## config.mk

```make
export PLATFORM = sky130hd
export DESIGN_NAME = tap_shift_chain
export DESIGN_NICKNAME = d
export VERILOG_FILES = /design/src/rtl/tapreg_pkg.sv /design/src/rtl/srl_seg.sv /design/src/rtl/tap_select.sv /design/src/rtl/tap_shift_chain.sv
export SDC_FILE = /design/constraint.sdc
export NUM_CORES = 1
export LEC_CHECK = 0
export BUFFER_PORTS_ARGS = -buffer_cell sky130_fd_sc_hd__buf_2
export CAP_MARGIN = 5
export CORE_UTILIZATION = 50
export CTS_CLUSTER_DIAMETER = 120
export CTS_CLUSTER_SIZE = 30
export DETAILED_ROUTE_END_ITERATION = 6
export PLACE_DENSITY = 0.77
export SLEW_MARGIN = 30
export SYNTH_ARGS = -nofsm -noshare
export SYNTH_HDL_FRONTEND = slang
export SYNTH_SLANG_ARGS = --single-unit
```

## constraint.sdc

```tcl
create_clock -name clk -period 3 [get_ports clk]
set_input_delay 0.3 -clock clk [delete_from_list [all_inputs] [get_ports clk]]
set_output_delay 0.3 -clock clk [all_outputs]
set_load 0.1 [all_outputs]
```

## src/rtl/tapreg_pkg.sv

```systemverilog
package tapreg_pkg;

    localparam int SEG_STAGES = 32;

    typedef enum logic {
        EDGE_RISE = 1'b0,
        EDGE_FALL = 1'b1
    } edge_e;

    function automatic int seg_count(input int len);
        return (len + SEG_STAGES - 1) / SEG_STAGES;
    endfunction

    function automatic int sel_width(input int len);
        return $clog2(seg_count(len) * SEG_STAGES);
    endfunction

endpackage

```

## src/rtl/srl_seg.sv

```systemverilog
module srl_seg
    import tapreg_pkg::*;
#(
    parameter int STAGES = SEG_STAGES
) (
    input  logic              clk,
    input  logic              rst,
    input  logic              shift_en,
    input  logic              din,
    output logic [STAGES-1:0] stg_o,
    output logic              last_o
);

    logic [STAGES-1:0] stg;

    // no reset on storage by design
    always_ff @(posedge clk) begin
        if (shift_en)
            stg <= {stg[STAGES-2:0], din};
    end

    assign stg_o  = stg;
    assign last_o = stg[STAGES-1];

    AST_SHIFT_ENTRY: assert property (@(posedge clk) disable iff (rst)
        shift_en |=> stg[0] == $past(din));
    AST_SHIFT_ADVANCE: assert property (@(posedge clk) disable iff (rst)
        shift_en |=> stg[STAGES-1:1] == $past(stg[STAGES-2:0]));
    AST_HOLD_IDLE: assert property (@(posedge clk) disable iff (rst)
        !shift_en |=> $stable(stg));

endmodule

```

## src/rtl/tap_select.sv

```systemverilog
module tap_select
    import tapreg_pkg::*;
#(
    parameter int NSTG = 64,
    parameter int LEN  = 64,
    parameter int AW   = 6
) (
    input  logic [NSTG-1:0] stages,
    input  logic [AW-1:0]   sel,
    output logic            bit_o
);

    localparam int LAST = LEN - 1;

    logic [AW-1:0] idx;

    always_comb begin
        if (int'(sel) > LAST)
            idx = AW'(LAST);
        else
            idx = sel;
        bit_o = stages[idx];
    end

endmodule

```

## src/rtl/tap_shift_chain.sv

```systemverilog
module tap_shift_chain
    import tapreg_pkg::*;
#(
    parameter int    TOTAL_LEN = 72,
    parameter bit    OUT_REG   = 1'b0,
    parameter bit    CASC_REG  = 1'b0,
    parameter edge_e EDGE      = EDGE_RISE,
    localparam int   NSEG      = seg_count(TOTAL_LEN),
    localparam int   SEL_W     = sel_width(TOTAL_LEN)
) (
    input  logic             clk,
    input  logic             rst,
    input  logic             shift_en,
    input  logic             din,
    input  logic [SEL_W-1:0] tap_sel,
    output logic             tap_out,
    output logic [NSEG-1:0]  casc_out
);

    localparam int NSTG = NSEG * SEG_STAGES;

    logic                  clk_act;
    logic [SEG_STAGES-1:0] seg_stg [NSEG];
    logic [NSEG-1:0]       seg_in;
    logic [NSEG-1:0]       seg_last;
    logic [NSTG-1:0]       all_stg;
    logic                  sel_bit;

    generate
        if (EDGE == EDGE_FALL) begin : g_fall
            assign clk_act = ~clk;
        end else begin : g_rise
            assign clk_act = clk;
        end
    endgenerate

    assign seg_in[0] = din;

    generate
        for (genvar i = 0; i < NSEG; i++) begin : g_seg
            if (i > 0) begin : g_link
                assign seg_in[i] = seg_last[i-1];
                AST_CHAIN_LINK: assert property (@(posedge clk_act) disable iff (rst)
                    shift_en |=> seg_stg[i][0] == $past(seg_last[i-1]));
            end
            srl_seg #(.STAGES(SEG_STAGES)) u_seg (
                .clk      (clk_act),
                .rst      (rst),
                .shift_en (shift_en),
                .din      (seg_in[i]),
                .stg_o    (seg_stg[i]),
                .last_o   (seg_last[i])
            );
            assign all_stg[i*SEG_STAGES +: SEG_STAGES] = seg_stg[i];
        end
    endgenerate

    tap_select #(.NSTG(NSTG), .LEN(TOTAL_LEN), .AW(SEL_W)) u_tap (
        .stages (all_stg),
        .sel    (tap_sel),
        .bit_o  (sel_bit)
    );

    generate
        if (OUT_REG) begin : g_out_ff
            logic tap_q;
            always_ff @(posedge clk_act) begin
                if (shift_en)
                    tap_q <= sel_bit;
            end
            assign tap_out = tap_q;
            AST_OUT_LOAD: assert property (@(posedge clk_act) disable iff (rst)
                shift_en |=> tap_out == $past(sel_bit));
            AST_OUT_HOLD: assert property (@(posedge clk_act) disable iff (rst)
                !shift_en |=> $stable(tap_out));
        end else begin : g_out_comb
            assign tap_out = sel_bit;
            AST_TAP_CLAMP: assert property (@(posedge clk_act) disable iff (rst)
                (int'(tap_sel) >= TOTAL_LEN) |-> tap_out == all_stg[TOTAL_LEN-1]);
        end
    endgenerate

    generate
        if (CASC_REG) begin : g_casc_ff
            logic [NSEG-1:0] casc_q;
            always_ff @(posedge clk_act) begin
                if (shift_en)
                    casc_q <= seg_last;
            end
            assign casc_out = casc_q;
            AST_CASC_LOAD: assert property (@(posedge clk_act) disable iff (rst)
                shift_en |=> casc_out == $past(seg_last));
            AST_CASC_HOLD: assert property (@(posedge clk_act) disable iff (rst)
                !shift_en |=> $stable(casc_out));
        end else begin : g_casc_comb
            assign casc_out = seg_last;
            if (!OUT_REG && TOTAL_LEN >= SEG_STAGES) begin : g_tap_vs_casc
                AST_TAP_MEETS_CASC: assert property (@(posedge clk_act) disable iff (rst)
                    (tap_sel == SEL_W'(SEG_STAGES-1)) |-> tap_out == casc_out[0]);
            end
        end
    endgenerate

endmodule

```

Word-level counts from Yosys, hierarchy flattened
Cells that the tools add are included.
{"block": "word_totals", "inputBits": 11, "wordCells": 8, "out_inout_bits": 4, "ff_bits": 96}
{"block": "classes", "n_mux": 3, "order_cmp": 2}
{"cell": "$lt 7x8->1 const B", "count": 1}
{"cell": "$bmux 1 s7", "count": 1}
{"cell": "$gt 7x7->1 const B", "count": 1}
{"cell": "$mux 7", "count": 1}
{"cell": "$mux 1", "count": 1}

Longest topological paths before layout
{"block": "depth", "word_depth": 4, "depth_mapped": 8, "ltp_nobuf": 6}

By module
From an unflattened synthesis, not the netlist that was laid out.
{"block": "unflattened", "cells_unflattened": 224, "hier_area_um2": 3843.7}
{"mod": "srl_seg", "seq_area_each_um2": 960.9, "cells_each": 33, "area_per_inst_um2": 968.4, "n_inst": 3}
{"mod": "tap_select", "seq_area_each_um2": 0.0, "cells_each": 125, "area_per_inst_um2": 938.4, "n_inst": 1}

Worst setup path after synthesis
Ideal clock, no wire load.
{"block": "synth_path", "path_kind": "input to output", "start": "in tap_sel[3]", "end": "out tap_out", "slack_ns": -0.098, "required_time_ns": 2.700, "t_arrival_ns": 2.798, "n_path_buf": 0, "stages": 6, "cell_sequence": "o31a_4 > nor2_1 > a21oi_1 > a211oi_1 > a311oi_1 > o221ai_1"}
{"block": "synth_via", "elab_chain_cells": 4}
{"item": "from (decl)", "line": "tap_shift_chain.sv:15", "text": "input logic [SEL_W-1:0] tap_sel,"}
{"item": "$gt 7x7->1", "line": "tap_select.sv:18", "text": "if (int'(sel) > LAST)"}
{"item": "$mux 7 *", "line": "tap_select.sv:18"}
{"item": "$bmux 1 s7 *", "line": "tap_select.sv:22", "text": "bit_o = stages[idx];"}
{"item": "$mux 1 (implied by the code) *", "line": "tap_select.sv:22"}
{"item": "to (decl)", "line": "tap_shift_chain.sv:16", "text": "output logic tap_out,"}
Every way passes the cells marked *; elsewhere a longest branch is shown, timed or not. The select of a mux whose other input is x is not followed.

Worst setup path in the final report
{"block": "layout_path", "start": "in tap_sel[0]", "end": "out tap_out"}
Same word-level chain as after synthesis.

==> flow_summary.yaml <==
outcome:
  outcome: "finished clean"
grt:
  track_usage_pct: 17.3
  grt_antenna_before_repair: 0
  met1_usage_pct: 25.4
  top_usage_layer: "met1"
  overflow: 0
  globalRouteMet3Util_pct: 6.72
  vias_in_the_first_global_route: 1787
  grt_first_pass_wirelength_um: 9580
  met2_usage_pct: 23.9
  grt_max_degree: 97
sta:
  final.period_utilization_pct: 82.6
  finalSetupViolations: 0
  grt_setup_unrepaired: "no"
  totalNegativeSetupSlack_ps: 0
  fin_skew_ps: 8.56
  max_clock_freq_mhz: 403
  drv_slew: 0
  finalHoldViolCount: 0
  period_minus_slack_ps: 2480
  worst_pin_slew_ps: 846
  timing.max_slew.rel_slack_pct: 43.6
drt:
  dr.pass1.iters: 4
  wirelength_routed_um: 5880
  vias: 1867
  drt-wirelength-per-cell_um: 17.9
  viasPerCell: 5.67
  ant_nets: 0
  first_iter_violations: 211
  remaining_drc_errors: 0
synth:
  syn_avg_cell_area_um2: 17.8
  count_of_flip_flops_with_a_built_in_enable_after_synthesis: 96
  yosysWarningCount: 0
  postSynthCellCount: 210
  synth_async_sr_flop_share_pct: 0
  synth_top_area_share_pct: 77.1
  synth.yosys.seq_area_share_pct: 77.1
  library_cells_used_by_synthesis: 39
  mappedNetlistArea_um2: 3740
  post_synth_main_area_contributors: "edfxtp_1 77%, mux2i_1 3.5%, mux2_2 1.8%"
  synth_seq_cells: 96
  netlist.top_cell.by_area: "edfxtp_1"
  syn_nets: 221
  postSynth.topFlopCell: "edfxtp_1"
critical_path:
  cp_data_arrival_time_ps: 2180
  start_kind: "primary input"
  r2r_start: "g_seg[0].u_seg.stg_o[31]"
  crit_required_ps: 2700
  reg2reg_depth: 0
  setup.worst_path.class: "in -> out"
  rrSetupSlack_ps: 2280
  critical_path.reg2reg.endpoint: "g_seg[1].u_seg.stg_o[0]"
  critPathCaptureType: "output pin"
  timing.critical_path.fanout_max: 23
pwr:
  power_per_cell_area_nw_per_um2: 640
  static-leakage-power_uw: 0.00139
  vdd_drop_max_mv: 0.399
layout:
  syn2layout_area_growth_pct: 9.47
  diodes: 0
  drive_gt1_share_pct: 19.1
  largest_reg_flops: 96
  final_util_pct: 56.4
  final_cell_mix: "96 x edfxtp_1, 13 x mux2i_1, 11 x nand2_1, 11 x buf_2, 9 x clkbuf_8"
  layout.cells.most_common: "edfxtp_1"
  final_net_count: 236
  post_route_cell_area_um2: 4090
min_path:
  whs_endpoint: "g_seg[0].u_seg.stg_o[0]"
  hold_path.startpoint: "din"
  worstHoldPathCells: 1
  timing.hold.worst.class: "in -> reg"
placement:
  post_dp_cell_area_um2: 3900
  post-dp-hpwl_um: 3570
  io_buffers: 13
  gp_congestion: 0.852
clock_network:
  cts.reportedPaths.clkPinSlew_ps: 90
  cts-root-buf: "clkbuf_8"
  clock_latency_ps: 360
  cts_tree: "done"
  cts_made_buffers: 9
  clock_sink_count: 96
  post_cts.resized_instances: 0
  postCtsHoldBufs: 0
  clock_tree.buffer_depth: 2
  h-tree-depth: 3
  postCtsSetupRepairBufs: 0
die:
  die_w_um: 88.5
  fp-row-count: 31
  floorplan.initialDensity_pct: 51.5
  die_outline_area_um2: 7820
  placeableCoreArea_um2: 7250
  num_ports: 15
  die_h_um: 88.5
run:
  max_cap_viol_count: 0
## layer usage
metal	vias up	wire length, um
li1	872	-
met1	945	2890
met2	42	2680
met3	8	231
met4	0	80
met5	-	0
## critical path, stage by stage
cell	delay, ps
buf_2	410
inv_1	240
o311ai_0	430
a211oi_1	80
a311oi_1	330
o221ai_2	190
buf_12	200
## cells by family after synthesis
logic type | share of synthesized area (%)
AND/OR/NAND/NOR | 5.89
multiplexers | 6.49
flip-flops | 77.1
buffers and inverters | 2.34
AO/OA/AOI/OAI | 8.14
## how the worst max path moves through the flow
stage | startpoint | to | slack, ps | depth (start not counted)
global route | tap_sel[0] | tap_out | 370 | 7
finish | tap_sel[0] | tap_out | 520 | 7
CTS | tap_sel[0] | tap_out | 530 | 8
global placement | tap_sel[0] | tap_out | 520 | 8
floorplan | tap_sel[3] | tap_out | 500 | 6
detailed placement | tap_sel[0] | tap_out | 530 | 8
## cell type report
cell class,instances,area (um2)
fill,546,3160
sequential,96,2880
multi-input combinational,99,773
clock buffer,9,124
tap,99,124
timing repair buffer,15,101
clock inverter,7,71.3
inverter,4,15.0
## where the power goes
group          switching, uW  internal (uW)
Clock                    443            385
Sequential              34.1           1560
Combinational            130           64.5
## cells in the mapped netlist, types with 2 or more instances
| cell | n |
|---|---|
| a21oi_1 | 2 |
| a221oi_1 | 3 |
| a22oi_1 | 5 |
| a311oi_1 | 2 |
| buf_2 | 3 |
| buf_4 | 5 |
| edfxtp_1 | 96 |
| inv_1 | 4 |
| mux2_2 | 6 |
| mux2i_1 | 13 |
| mux4_2 | 2 |
| nand2_1 | 11 |
| nand2b_1 | 3 |
| nand3_1 | 2 |
| nand3b_1 | 2 |
| nand4_1 | 5 |
| nor2_1 | 7 |
| nor3_1 | 4 |
| o211ai_1 | 6 |
| o21ai_0 | 6 |
| o221ai_1 | 5 |
## stage by stage
step | cells | power (uW) | worst slack [ps] | hold WS (ps)
after floorplan | 210 | 1740 | 502 | 399
after global placement | 313 | 1820 | 521 | 407
after detailed placement | 313 | 1820 | 533 | 405
after CTS | 329 | 2640 | 531 | 106
after global routing | 329 | 2710 | 366 | 91.7
final | 329 | 2620 | 521 | 118
No activity file was read; power rests on OpenSTA's default activity.
